==> config.mk <==
export PLATFORM = sky130hd
export DESIGN_NAME = tick_dual_timer
export DESIGN_NICKNAME = d
export VERILOG_FILES = /design/src/rtl/dtmr_pkg.sv /design/src/rtl/dtmr_prescaler.sv /design/src/rtl/dtmr_channel.sv /design/src/rtl/tick_dual_timer.sv
export SDC_FILE = /design/constraint.sdc
export NUM_CORES = 1
export LEC_CHECK = 0
export BUFFER_PORTS_ARGS = -buffer_cell sky130_fd_sc_hd__buf_2
export CORE_MARGIN = 3
export CORE_UTILIZATION = 35
export CTS_CLUSTER_DIAMETER = 50
export DETAILED_ROUTE_END_ITERATION = 7
export PLACE_DENSITY = 0.5
export SETUP_SLACK_MARGIN = 0.02
export SYNTH_ARGS = -nofsm -noshare
export SYNTH_HDL_FRONTEND = slang
export SYNTH_SLANG_ARGS = --single-unit
==> constraint.sdc <==
create_clock -name clk -period 4 [get_ports clk]
set_input_delay 0.8 -clock clk [delete_from_list [all_inputs] [get_ports clk]]
set_output_delay 0.8 -clock clk [all_outputs]
set_load 0.005 [all_outputs]
==> src/rtl/dtmr_pkg.sv <==
// Package dtmr_pkg: register offsets and control-bit positions shared by the
// timer unit. Assumes byte offsets on an 8-bit address and 32-bit data.
package dtmr_pkg;
    localparam int DATA_W     = 32;
    localparam int ADDR_W     = 8;

    localparam logic [ADDR_W-1:0] OFS_PRE_CNT  = 8'h60;
    localparam logic [ADDR_W-1:0] OFS_PRE_RLD  = 8'h64;
    localparam logic [ADDR_W-1:0] OFS_TMR_BASE = 8'h40;
    localparam logic [ADDR_W-1:0] OFS_TMR_STEP = 8'h10;
    localparam logic [ADDR_W-1:0] SUB_CNT      = 8'h00;
    localparam logic [ADDR_W-1:0] SUB_RLD      = 8'h04;
    localparam logic [ADDR_W-1:0] SUB_CTL      = 8'h08;

    // control word bit positions
    localparam int CB_RUN   = 0;
    localparam int CB_AUTO  = 1;
    localparam int CB_LOAD  = 2;
    localparam int CB_SPARE = 3;

    typedef struct packed {
        logic spare;
        logic auto_rl;
        logic run;
    } tmr_ctl_t;
endpackage

==> src/rtl/dtmr_prescaler.sv <==
// dtmr_prescaler: shared down-counting prescaler. It ticks for one clock when
// the count is zero and then reloads, so it ticks every (reload+1) clocks.
// A reload write restarts the count from the written value.
// Assumes a synchronous active-low reset.
module dtmr_prescaler #(
    parameter int PRE_W = 16
) (
    input  logic             clk,
    input  logic             rst_n,
    input  logic             rld_wr,
    input  logic [PRE_W-1:0] rld_wdata,
    output logic [PRE_W-1:0] cnt_o,
    output logic [PRE_W-1:0] rld_o,
    output logic             tick_o
);
    logic [PRE_W-1:0] cnt_q;
    logic [PRE_W-1:0] rld_q;

    // count down, reload at zero, restart on reload write
    always_ff @(posedge clk) begin
        if (!rst_n) begin
            cnt_q <= '1;
            rld_q <= '1;
        end else if (rld_wr) begin
            cnt_q <= rld_wdata;
            rld_q <= rld_wdata;
        end else if (cnt_q == '0) begin
            cnt_q <= rld_q;
        end else begin
            cnt_q <= cnt_q - 1'b1;
        end
    end

    // tick marks the last count of each period
    always_comb tick_o = (cnt_q == '0);

    assign cnt_o = cnt_q;
    assign rld_o = rld_q;

    assert_tick_reload_R2: assert property (@(posedge clk) disable iff (!rst_n)
        (tick_o && !rld_wr) |=> (cnt_q == $past(rld_q)));
    assert_step_down_R2: assert property (@(posedge clk) disable iff (!rst_n)
        (!tick_o && !rld_wr) |=> (cnt_q == $past(cnt_q) - 1'b1));
    assert_rld_write_R3: assert property (@(posedge clk) disable iff (!rst_n)
        rld_wr |=> (rld_q == $past(rld_wdata)) && (cnt_q == $past(rld_wdata)));
    assert_cnt_bound_R3: assert property (@(posedge clk) disable iff (!rst_n)
        cnt_q <= rld_q);
endmodule

==> src/rtl/dtmr_channel.sv <==
// dtmr_channel: one down-counting timer with counter, reload and control
// registers. It decrements on prescaler ticks when enabled and pulses irq_o
// for one clock after an underflow. A counter write beats any update in the
// same cycle. Assumes at most one of its write strobes is high per clock.
module dtmr_channel
    import dtmr_pkg::*;
#(
    parameter int   CNT_W    = 32,
    parameter logic INIT_SET = 1'b1
) (
    input  logic             clk,
    input  logic             rst_n,
    input  logic             tick_i,
    input  logic             cnt_wr,
    input  logic             rld_wr,
    input  logic             ctl_wr,
    input  logic [CNT_W-1:0] wdata,
    output logic [CNT_W-1:0] cnt_o,
    output logic [CNT_W-1:0] rld_o,
    output logic [3:0]       ctl_o,
    output logic             irq_o
);
    localparam logic [CNT_W-1:0] INIT_VAL = INIT_SET ? '1 : '0;

    logic [CNT_W-1:0] cnt_q;
    logic [CNT_W-1:0] rld_q;
    tmr_ctl_t         ctl_q;
    logic             irq_q;
    logic             load_now;
    logic             step;
    logic             fire;

    // decode the immediate-load request and the underflow event
    always_comb begin
        load_now = ctl_wr && wdata[CB_LOAD];
        step     = tick_i && ctl_q.run;
        fire     = step && (cnt_q == '0) && !cnt_wr && !load_now;
    end

    // counter: write, immediate load, then tick-driven decrement
    always_ff @(posedge clk) begin
        if (!rst_n) begin
            cnt_q <= INIT_VAL;
        end else if (cnt_wr) begin
            cnt_q <= wdata;
        end else if (load_now) begin
            cnt_q <= rld_q;
        end else if (step) begin
            if ((cnt_q == '0) && ctl_q.auto_rl) cnt_q <= rld_q;
            else                                cnt_q <= cnt_q - 1'b1;
        end
    end

    // reload register
    always_ff @(posedge clk) begin
        if (!rst_n)      rld_q <= INIT_VAL;
        else if (rld_wr) rld_q <= wdata;
    end

    // control register keeps only enable, auto-reload and spare bits
    always_ff @(posedge clk) begin
        if (!rst_n) begin
            ctl_q <= '0;
        end else if (ctl_wr) begin
            ctl_q.spare   <= wdata[CB_SPARE];
            ctl_q.auto_rl <= wdata[CB_AUTO];
            ctl_q.run     <= wdata[CB_RUN];
        end
    end

    // registered single-clock interrupt pulse
    always_ff @(posedge clk) begin
        if (!rst_n) irq_q <= 1'b0;
        else        irq_q <= fire;
    end

    assign cnt_o = cnt_q;
    assign rld_o = rld_q;
    assign ctl_o = {ctl_q.spare, 1'b0, ctl_q.auto_rl, ctl_q.run};
    assign irq_o = irq_q;

    assert_decrement_R4: assert property (@(posedge clk) disable iff (!rst_n)
        (tick_i && ctl_q.run && !cnt_wr && !load_now && cnt_q != '0)
        |=> (cnt_q == $past(cnt_q) - 1'b1));
    assert_hold_R4: assert property (@(posedge clk) disable iff (!rst_n)
        (!ctl_q.run && !cnt_wr && !load_now) |=> $stable(cnt_q));
    assert_irq_cause_R5: assert property (@(posedge clk) disable iff (!rst_n)
        irq_o |-> ($past(cnt_q) == '0) && $past(ctl_q.run) && $past(tick_i));
    assert_underflow_ones_R5: assert property (@(posedge clk) disable iff (!rst_n)
        (tick_i && ctl_q.run && !ctl_q.auto_rl && cnt_q == '0 && !cnt_wr && !load_now)
        |=> (cnt_q == '1) && irq_o);
    assert_autoreload_R6: assert property (@(posedge clk) disable iff (!rst_n)
        (tick_i && ctl_q.run && ctl_q.auto_rl && cnt_q == '0 && !cnt_wr && !load_now)
        |=> (cnt_q == $past(rld_q)) && irq_o);
    assert_load_now_R7: assert property (@(posedge clk) disable iff (!rst_n)
        (ctl_wr && wdata[CB_LOAD] && !cnt_wr) |=> (cnt_q == $past(rld_q)));
    assert_cnt_write_R8: assert property (@(posedge clk) disable iff (!rst_n)
        cnt_wr |=> (cnt_q == $past(wdata)) && !irq_o);
endmodule

==> src/rtl/tick_dual_timer.sv <==
// tick_dual_timer: prescaler plus NUM_TMR timer channels behind a flat
// register bus. It decodes one write per clock and multiplexes reads
// combinationally. Channel k sits at OFS_TMR_BASE + k*OFS_TMR_STEP; the
// defaults keep this clear of the prescaler registers.
// Channel 0 resets to all ones, the others to zero.
module tick_dual_timer
    import dtmr_pkg::*;
#(
    parameter int NUM_TMR = 2,
    parameter int CNT_W   = 32,
    parameter int PRE_W   = 16
) (
    input  logic              clk,
    input  logic              rst_n,
    input  logic              bus_wr,
    input  logic [ADDR_W-1:0] bus_addr,
    input  logic [DATA_W-1:0] bus_wdata,
    output logic [DATA_W-1:0] bus_rdata,
    output logic [NUM_TMR-1:0] irq_o
);
    logic [PRE_W-1:0] pre_cnt;
    logic [PRE_W-1:0] pre_rld;
    logic             pre_tick;
    logic             pre_rld_wr;

    logic [CNT_W-1:0] t_cnt [NUM_TMR];
    logic [CNT_W-1:0] t_rld [NUM_TMR];
    logic [3:0]       t_ctl [NUM_TMR];
    logic [NUM_TMR-1:0] t_cnt_wr, t_rld_wr, t_ctl_wr;

    // prescaler reload strobe
    always_comb pre_rld_wr = bus_wr && (bus_addr == OFS_PRE_RLD);

    dtmr_prescaler #(.PRE_W(PRE_W)) u_pre (
        .clk       (clk),
        .rst_n     (rst_n),
        .rld_wr    (pre_rld_wr),
        .rld_wdata (bus_wdata[PRE_W-1:0]),
        .cnt_o     (pre_cnt),
        .rld_o     (pre_rld),
        .tick_o    (pre_tick)
    );

    for (genvar k = 0; k < NUM_TMR; k++) begin : g_tmr
        localparam logic [ADDR_W-1:0] BASE = OFS_TMR_BASE + ADDR_W'(k) * OFS_TMR_STEP;

        // per-channel write strobes
        always_comb begin
            t_cnt_wr[k] = bus_wr && (bus_addr == BASE + SUB_CNT);
            t_rld_wr[k] = bus_wr && (bus_addr == BASE + SUB_RLD);
            t_ctl_wr[k] = bus_wr && (bus_addr == BASE + SUB_CTL);
        end

        dtmr_channel #(
            .CNT_W    (CNT_W),
            .INIT_SET ((k == 0) ? 1'b1 : 1'b0)
        ) u_ch (
            .clk    (clk),
            .rst_n  (rst_n),
            .tick_i (pre_tick),
            .cnt_wr (t_cnt_wr[k]),
            .rld_wr (t_rld_wr[k]),
            .ctl_wr (t_ctl_wr[k]),
            .wdata  (bus_wdata[CNT_W-1:0]),
            .cnt_o  (t_cnt[k]),
            .rld_o  (t_rld[k]),
            .ctl_o  (t_ctl[k]),
            .irq_o  (irq_o[k])
        );
    end

    // read multiplexer, unmapped offsets return zero
    always_comb begin
        bus_rdata = '0;
        if (bus_addr == OFS_PRE_CNT) bus_rdata = DATA_W'(pre_cnt);
        if (bus_addr == OFS_PRE_RLD) bus_rdata = DATA_W'(pre_rld);
        for (int k = 0; k < NUM_TMR; k++) begin
            if (bus_addr == OFS_TMR_BASE + ADDR_W'(k) * OFS_TMR_STEP + SUB_CNT)
                bus_rdata = DATA_W'(t_cnt[k]);
            if (bus_addr == OFS_TMR_BASE + ADDR_W'(k) * OFS_TMR_STEP + SUB_RLD)
                bus_rdata = DATA_W'(t_rld[k]);
            if (bus_addr == OFS_TMR_BASE + ADDR_W'(k) * OFS_TMR_STEP + SUB_CTL)
                bus_rdata = DATA_W'(t_ctl[k]);
        end
    end

    assert_single_strobe_R9: assert property (@(posedge clk) disable iff (!rst_n)
        $countones({t_cnt_wr, t_rld_wr, t_ctl_wr, pre_rld_wr}) <= 1);
    assert_irq_quiet_R1: assert property (@(posedge clk)
        !rst_n |=> (irq_o == '0));
endmodule

======== Word-level counts from Yosys, hierarchy flattened ========
Cells that the tools add are included.
word-level totals
  input bits .............................. 43
  bits in registers ....................... 168
  output and inout port bits .............. 34
operators by class
  add/sub/neg operators ................... 3
  reductions and logical operators ........ 28
  eq/ne operators ......................... 8
  mux-type cells .......................... 18
operators by type and width
  kind                                                                   count
  32-bit two-way mux                                                     15
  8-bit by 7-bit == test with 1-bit output (second input constant)       8
  32-bit logical NOT                                                     2
  32-bit by 1-bit subtractor with 32-bit output (second input constant)  2
  16-bit two-way mux                                                     3
  1-bit logical AND                                                      19
  16-bit logical NOT                                                     1
  16-bit by 1-bit subtractor with 16-bit output (second input constant)  1
  3-bit nonzero test                                                     2
  1-bit logical NOT                                                      4

======== Logic depth before layout (Yosys ltp) ========
Gate-level depths: netlist of the first run.
  depth after elaboration ................. 9
  mapped depth ............................ 11
  depth with buffers taken out ............ 8

======== Modules after synthesis ========
From an unflattened synthesis of the first run, not the netlist that was laid out.
second synthesis, totals
  cells, all modules ...................... 1307
  area total of the unflattened synthesis .. 10760.3 um^2
modules (own cells, without submodules)
  module                        area an instance (um^2)  cells an instance  sequential area each (um^2)  times used
  dtmr_channel (g_tmr[0].u_ch)  3654.8                   440                1361.3                       1
  dtmr_channel (g_tmr[1].u_ch)  3601.0                   388                1361.3                       1
  tick_dual_timer               1920.6                   295                0.0                          1
  dtmr_prescaler                1584.0                   184                640.6                        1

======== Worst setup path after synthesis of the first run ========
Ideal clock, no wire load.
  path kind ............................... input to output
  start ................................... in bus_addr[5]
  end ..................................... out bus_rdata[21]
  required time ........................... 3.200 ns
  cell stages on the path ................. 7
  path slack .............................. 0.790 ns
  path buffers ............................ 3
  data arrival time ....................... 2.410 ns
  path through ............................ or4b_1 -> clkbuf_1 -> nor2_1 -> clkbuf_1 -> clkbuf_1 -> a22oi_1 -> nand2_1
on the way
  longest elaborated chain between the ends .. 7
RTL lines
  what                                      line                   RTL
  from (decl)                               tick_dual_timer.sv:16  input logic [ADDR_W-1:0] bus_addr,
  8-bit by 7-bit == test with 1-bit output  tick_dual_timer.sv:78  if (bus_addr == OFS_TMR_BASE + ADDR_W'(k) * OFS_TMR_STEP + SUB_CNT)
  32-bit two-way mux                        tick_dual_timer.sv:78
  32-bit two-way mux                        tick_dual_timer.sv:80  if (bus_addr == OFS_TMR_BASE + ADDR_W'(k) * OFS_TMR_STEP + SUB_RLD)
  32-bit two-way mux                        tick_dual_timer.sv:82  if (bus_addr == OFS_TMR_BASE + ADDR_W'(k) * OFS_TMR_STEP + SUB_CTL)
  32-bit two-way mux                        tick_dual_timer.sv:78
  32-bit two-way mux                        tick_dual_timer.sv:80
  32-bit two-way mux (*)                    tick_dual_timer.sv:82
  to (decl)                                 tick_dual_timer.sv:18  output logic [DATA_W-1:0] bus_rdata,
Every way passes the cells marked *; elsewhere a longest branch is shown, timed or not.

======== Worst setup path in the final report of the first run ========
  start ................................... in bus_addr[5]
  end ..................................... out bus_rdata[0]
on the way
  longest elaborated chain between the ends .. 9
RTL lines
  what                                      line                   RTL
  8-bit by 7-bit == test with 1-bit output  tick_dual_timer.sv:75  if (bus_addr == OFS_PRE_CNT) bus_rdata = DATA_W'(pre_cnt);
  16-bit two-way mux                        tick_dual_timer.sv:75
  32-bit two-way mux                        tick_dual_timer.sv:76  if (bus_addr == OFS_PRE_RLD) bus_rdata = DATA_W'(pre_rld);
  32-bit two-way mux                        tick_dual_timer.sv:78
  32-bit two-way mux                        tick_dual_timer.sv:80
  32-bit two-way mux                        tick_dual_timer.sv:82
  32-bit two-way mux                        tick_dual_timer.sv:78
  32-bit two-way mux                        tick_dual_timer.sv:80
  32-bit two-way mux (*)                    tick_dual_timer.sv:82
Marks and branches as above.

==> results of run 1 <==
==> layout make-up <==
cell class | instances | area share [%]
Multi-Input combinational cell | 1016 | 53.24
Tap cell | 372 | 4.104
Clock inverter | 13 | 1.908
Clock buffer | 19 | 3.905
Inverter | 16 | 0.5295
Sequential cell | 168 | 29.65
Timing Repair Buffer | 124 | 6.663
==> cells in the final DEF, fill, tap and decap left out, types with 15 or more instances in the layout <==
master	count
a22oi_1	38
nor2_1	60
clkbuf_16	17
xor2_1	41
a21oi_1	100
a221oi_1	23
buf_2	75
nor4_1	25
xnor2_1	15
o21ai_0	71
buf_4	48
nand3_1	72
a22o_1	28
mux2i_1	27
nand2_1	261
o221ai_1	26
a21boi_0	26
dfxtp_1	168
nor3_1	30
==> worst min-delay path: stages, from the launching register on <==
cell and delay [ns]:
dfxtp_1 0.32, nand2_1 0.05, nand2_1 0.04
==> state kept, by name, summed over array words and instances, names as in the netlist <==
register / flops
g_tmr.u_ch.rld_o: 64
g_tmr.u_ch.ctl_o: 6
u_pre.rld_o: 16
g_tmr.u_ch.irq_o: 2
u_pre.cnt_o: 16
g_tmr.u_ch.cnt_o: 64
==> worst paths after layout <==
| path | to | from | slack (ns) |
|---|---|---|---|
| max | bus_rdata[0] | bus_addr[5] | 0.44 |
| min | u_pre.rld_o[6] | u_pre.rld_o[6] | 0.46 |
| max reg2reg | g_tmr[1].u_ch.cnt_o[27] | g_tmr[1].u_ch.cnt_o[0] | 0.73 |
| min reg2reg | u_pre.rld_o[6] | u_pre.rld_o[6] | 0.46 |
==> stage by stage <==
step | instance area, um2 | worst slack [ns] | power [mW] | cells | utilization, %
3_5_place_dp | 10680 | 0.4642 | 1.961 | 1696 | 39.09
2_1_floorplan | 9843 | 0.7902 | 1.843 | 1302 | -
4_1_cts | 11340 | 0.4617 | 3.846 | 1728 | 41.51
3_3_place_gp | 10680 | 0.4745 | 1.962 | 1696 | 39.09
5_1_grt | 11340 | 0.2739 | 3.928 | 1728 | 41.51
6_report | 11340 | 0.4376 | 3.822 | 1728 | 41.51
==> cell families (layout without fill, tap and decap cells) <==
group	after synthesis	count (layout)	share of synthesized area, %
AOI/OAI and AO/OA	397	397	27.10
xor gates and xnor gates	56	56	4.983
adders and majority gates	4	4	0.5085
buffers and inverters	118	172	4.919
DFF	168	168	34.17
muxes	31	31	3.203
and+or+nand+nor	528	528	25.12
==> power groups by stage <==
stage	logic (mW)	registers [mW]	clock network, mW
after global placement	0.237	1.72	0
final	0.240	1.69	1.90
after floorplan	0.121	1.72	0
after global routing	0.257	1.69	1.98
after CTS	0.238	1.69	1.92
after detailed placement	0.237	1.72	0
==> layer usage <==
layer | GRT usage, % | vias to the layer above
met5 | 0 | -
met4 | 8.378 | 0
met3 | 3.679 | 66
met2 | 42.12 | 406
met1 | 34.38 | 5007
li1 | - | 4858
==> results.tsv, run 1 <==
stage	metric	value	unit
status	run_status	finished clean	
clock_network	cts_resized	0	
floorplan	fp.dieW	173.7	um
power_and_ir_drop	power_density	337.0	nW/um2
clock_network	root_buffer	clkbuf_16	
power_and_ir_drop	ir_drop	0.2611	mV
power_and_ir_drop	leakage	4.553	nW
power_and_ir_drop	combinationalPowerShare	6.3	%
route	wl_met1	17500	um
floorplan	ioPinCount	77	
cells_and_area	seq_area	3363	um2
synth	synth_warnings	0	
power_and_ir_drop	sequentialPowerShare	44.1	%
route	postRouteAntennaNets	0	
placed_design	dp_hpwl	28360	um
sta	finalSetupViolCount	0	
cells_and_area	drive_above_1_share	13.94	%
power_and_ir_drop	clkPwrFrac	49.6	%
clock_network	clock_path_buffers	2	
synth	ys_seq_elements	168	
hold_path	hp-class	flop to flop	
synth	netlist.area_leader.share	34.17	%
grt	grt_pass1_vias	9680	
sta	timing.hold.ws	0.4571	ns
floorplan	rows	60	
worst_setup_path	start_kind	input port	
worst_setup_path	reg2reg_depth	10	
power_and_ir_drop	p_sw_share	24.36	%
floorplan	dieArea	30170	um2
floorplan	design.core.area	27330	um2
sta	worst_slew_pin_slew	0.9311	ns
worst_setup_path	crit_chain	buf_2 -> or4b_1 -> or3_1 -> a21oi_1 -> o22ai_1 -> o21ai_0 -> o21ai_0 -> buf_2	
route	wl_met2	18430	um
clock_network	clk-insertion-delay-late	0.44	ns
cells_and_area	fillers	2894	
route	drt_iter0_markers	1120	
synth	yosys.area.top_type	dfxtp_1	
sta	max_slew_margin	37.70	%
synth	synth_top_cells_by_count	261 x nand2_1, 168 x dfxtp_1, 100 x a21oi_1	
sta	finalCriticalPeriod	3.562	ns
clock_network	post_cts_buffers	0	
cells_and_area	area_growth	15.23	%
sta	period_share	89.06	%
grt	grt_pass1_wl	60420	um
synth	yosysSeqAreaShare	34.17	%
worst_setup_path	worstPathMaxFanout	9	
grt	antenna_found_initial	0	
worst_setup_path	critPathCaptureType	primary output	
synth	synthArstFlopShare	0	%
synth	synth.most_common_cell	nand2_1	
synth	synth_area_leaders	dfxtp_1 34%, nand2_1 10%, a21oi_1 5.1%	
synth	synth_cells	1302	
sta	hold_viol	0	
synth	postSynthAreaPerCell	7.560	um2
synth	synth_edf_count	0	
sta	rsz0062_at_grt	no	
clock_network	clk_pin_slew	0.07	ns
sta	clock_skew	0.01045	ns
power_and_ir_drop	p_int	2.891	mW
worst_setup_path	critical_path_buf_inv_count	2	
worst_setup_path	crit_slowest_cell	or4b_1	
worst_setup_path	worstSetupPathDepth	8	
placed_design	gp_congestion	0.9082	
route	vias	10340	
worst_setup_path	cpPeakStageDelay	0.74	ns
route	wl_per_cell	22.73	um
clock_network	h-tree-depth	4	
placed_design	port_buffers	76	
route	vias_per_cell	5.982	
cells_and_area	antenna_cells	0	
grt	grt.overflow.total	0	
sta	report.final.slew_viol_count	0	
route	wl	39270	um
grt	gr-usage-all-layers	25.53	%
worst_setup_path	worstSetupPathType	input port to primary output	
synth	syn_area	9843	um2
synth	ys_types	68	
power_and_ir_drop	power_switching	930.9	uW
worst_setup_path	cp.arrival	2.76	ns
worst_setup_path	required	3.20	ns
grt	grt_start_max_net_pins	59	
synth	synth.net_count	1349	
sta	fin_tns_setup	0	ns
sta	fmax	0.2807	GHz
route	top_layer_used	met4	
cells_and_area	final_nets	1390	
clock_network	cts_sinks	168	
clock_network	hold_buffers	0	
hold_path	holdPathStages	2	
clock_network	cts_tree	done	
floorplan	initial_utilization	36.02	%
worst_setup_path	cp_top_family	simple AND/OR/NAND/NOR gates	
route	met3WireLength	2042	um
route	dr.pass1.iters	7	
clock_network	numCtsBuffers	17	
synth	synth_flop_cell	dfxtp_1	
floorplan	die_y	173.7	um
flow_run	drv_cap	0	
cells_and_area	multi_input_area	6038	um2
route	drc	0	
(Power assumes the default switching activity.)
==> run 2, diff against run 1 <==
--- a/config.mk
+++ b/config.mk
@@ -10,7 +10,6 @@
 export CORE_UTILIZATION = 35
 export CTS_CLUSTER_DIAMETER = 50
 export DETAILED_ROUTE_END_ITERATION = 7
-export PLACE_DENSITY = 0.5
 export SETUP_SLACK_MARGIN = 0.02
 export SYNTH_ARGS = -nofsm -noshare
 export SYNTH_HDL_FRONTEND = slang
==> run 2 against run 1 <==
Against the previous run: sequential share of layout area is 0.095 points higher; clock-buffer cell count rose by 2; highest routed layer unchanged; design area down 0.32%; combinational power is essentially flat; critical path type unchanged; die area is the same; critical endpoint unchanged; flip-flop and latch count did not move; non-clock buffer count increased by 1; largest power group unchanged; total power shrank 3.8%; clock power decreased by 8%; critical path depth unchanged; worst hold slack better by 0.0080 ns.
==> results.tsv, run 2 (synthesis gave the netlist of run 1 again) <==
stage	metric	value	unit
route	wl_met2	16740	um
route	vias	10480	
route	drc	0	
route	wl_met1	17590	um
cells_and_area	layout.cells.non_filler	1729	
placed_design	dpl.cell_count	1697	
route	drt_iter0_markers	1066	
hold_path	holdPathStages	2	
clock_network	post_cts_buffers	0	
cells_and_area	final_nets	1391	
placed_design	gp_congestion	0.9257	
cells_and_area	seq_area	3363	um2
grt	grt_start_max_net_pins	78	
power_and_ir_drop	ir_drop	0.2770	mV
floorplan	dieArea	30170	um2
clock_network	clock_path_buffers	2	
flow_run	drv_cap	0	
floorplan	ioPinCount	77	
placed_design	dp_hpwl	27920	um
cells_and_area	fillers	2833	
worst_setup_path	worstPathMaxFanout	9	
route	wl	38670	um
worst_setup_path	r2r_slack	0.78	ns
floorplan	die_y	173.7	um
status	run_status	finished clean	
clock_network	cts_sinks	168	
hold_path	holdPathEnd	u_pre.rld_o[8]	
cells_and_area	final_cell_mix	261 x nand2_1, 168 x dfxtp_1, 100 x a21oi_1	
floorplan	fp.dieW	173.7	um
power_and_ir_drop	power_density	325.0	nW/um2
sta	max_slew_margin	45.64	%
sta	finalCriticalPeriod	3.568	ns
sta	report.final.slew_viol_count	0	
floorplan	design.core.area	27330	um2
sta	period_share	89.19	%
sta	clock_skew	0.01766	ns
sta	worst_slew_pin_slew	0.8135	ns
hold_path	min_from	u_pre.rld_o[8]	
worst_setup_path	critPathCaptureType	primary output	
route	met3WireLength	3549	um
sta	fin_tns_setup	0	ns
clock_network	root_buffer	clkbuf_16	
power_and_ir_drop	leakage	4.526	nW
grt	grt_pass1_wl	59110	um
sta	setup_ws	0.4324	ns
floorplan	rows	60	
cells_and_area	area_growth	14.86	%
grt	gr-usage-all-layers	24.79	%
worst_setup_path	reg2reg_to	g_tmr[1].u_ch.cnt_o[20]	
worst_setup_path	worstSetupPathType	input port to primary output	
cells_and_area	drive_above_1_share	13.93	%
hold_path	hp-class	flop to flop	
sta	finalSetupViolCount	0	
clock_network	clk_pin_slew	0.07	ns
floorplan	initial_utilization	36.02	%
route	postRouteAntennaNets	0	
clock_network	h-tree-depth	4	
grt	grt.overflow.total	0	
worst_setup_path	reg2reg_depth	10	
sta	fmax	0.2803	GHz
sta	hold_viol	0	
cells_and_area	layout.cells.most_common	nand2_1	
placed_design	port_buffers	76	
route	wl_per_cell	22.37	um
route	vias_per_cell	6.062	
worst_setup_path	r2r_start	g_tmr[1].u_ch.cnt_o[0]	
grt	antenna_found_initial	0	
clock_network	clk-insertion-delay-late	0.43	ns
clock_network	cts_resized	0	
clock_network	hold_buffers	0	
route	top_layer_used	met4	
clock_network	numCtsBuffers	17	
power_and_ir_drop	power	3.675	mW
route	dr.pass1.iters	8	
cells_and_area	antenna_cells	0	
sta	timing.hold.ws	0.4651	ns
cells_and_area	multi_input_area	6033	um2
sta	rsz0062_at_grt	no	
clock_network	cts_tree	done	
worst_setup_path	required	3.20	ns
placed_design	post-place-ws	0.4506	ns
grt	grt_pass1_vias	9515	
worst_setup_path	cp.arrival	2.77	ns
worst_setup_path	start_kind	input port	
## run 2: area by class of cell
| cell class | instances | area share, % |
|---|---|---|
| inverter | 16 | 0.5312 |
| timing repair buffer | 125 | 6.861 |
| sequential | 168 | 29.75 |
| multi-input combinational | 1016 | 53.36 |
| clock inverter | 11 | 1.217 |
| tap | 372 | 4.117 |
| clock buffer | 21 | 4.161 |
## run 2: how the worst max path moves through the flow
| stage | endpoint | slack (ns) | cells past startpoint | startpoint |
|---|---|---|---|---|
| 2_1_floorplan | bus_rdata[21] | 0.79 | 7 | bus_addr[5] |
| 3_3_place_gp | bus_rdata[0] | 0.41 | 9 | bus_addr[5] |
| 3_5_place_dp | bus_rdata[0] | 0.45 | 9 | bus_addr[5] |
| 4_1_cts | bus_rdata[0] | 0.44 | 9 | bus_addr[5] |
| 5_1_grt | bus_rdata[9] | 0.24 | 7 | bus_addr[3] |
| 6_report | bus_rdata[0] | 0.43 | 8 | bus_addr[5] |
## run 2: per-stage QoR
step / util [%] / instance area (um2)
6_report: 41.37 / 11310
3_3_place_gp: 39.15 / 10700
5_1_grt: 41.37 / 11310
4_1_cts: 41.37 / 11310
3_5_place_dp: 39.15 / 10700
2_1_floorplan: - / 9843
## run 2: worst max-delay path, cell delays in order
cell,delay [ns]
buf_2,0.11
or4b_1,0.71
or3_1,0.38
a21oi_1,0.16
o22ai_1,0.18
o21ai_0,0.11
o21ai_0,0.15
buf_2,0.17
## run 2: per-layer routing
metal / up-vias / track usage, %
met5: - / 0
met4: 0 / 6.166
met3: 53 / 4.993
met2: 485 / 37.08
met1: 5081 / 36.44
li1: 4863 / -
## run 2: power by group
part | switching [mW] | internal, mW
Combinational | 0.163 | 0.0796
Sequential | 0.00868 | 1.68
Clock | 0.762 | 0.983
Total | 0.934 | 2.74
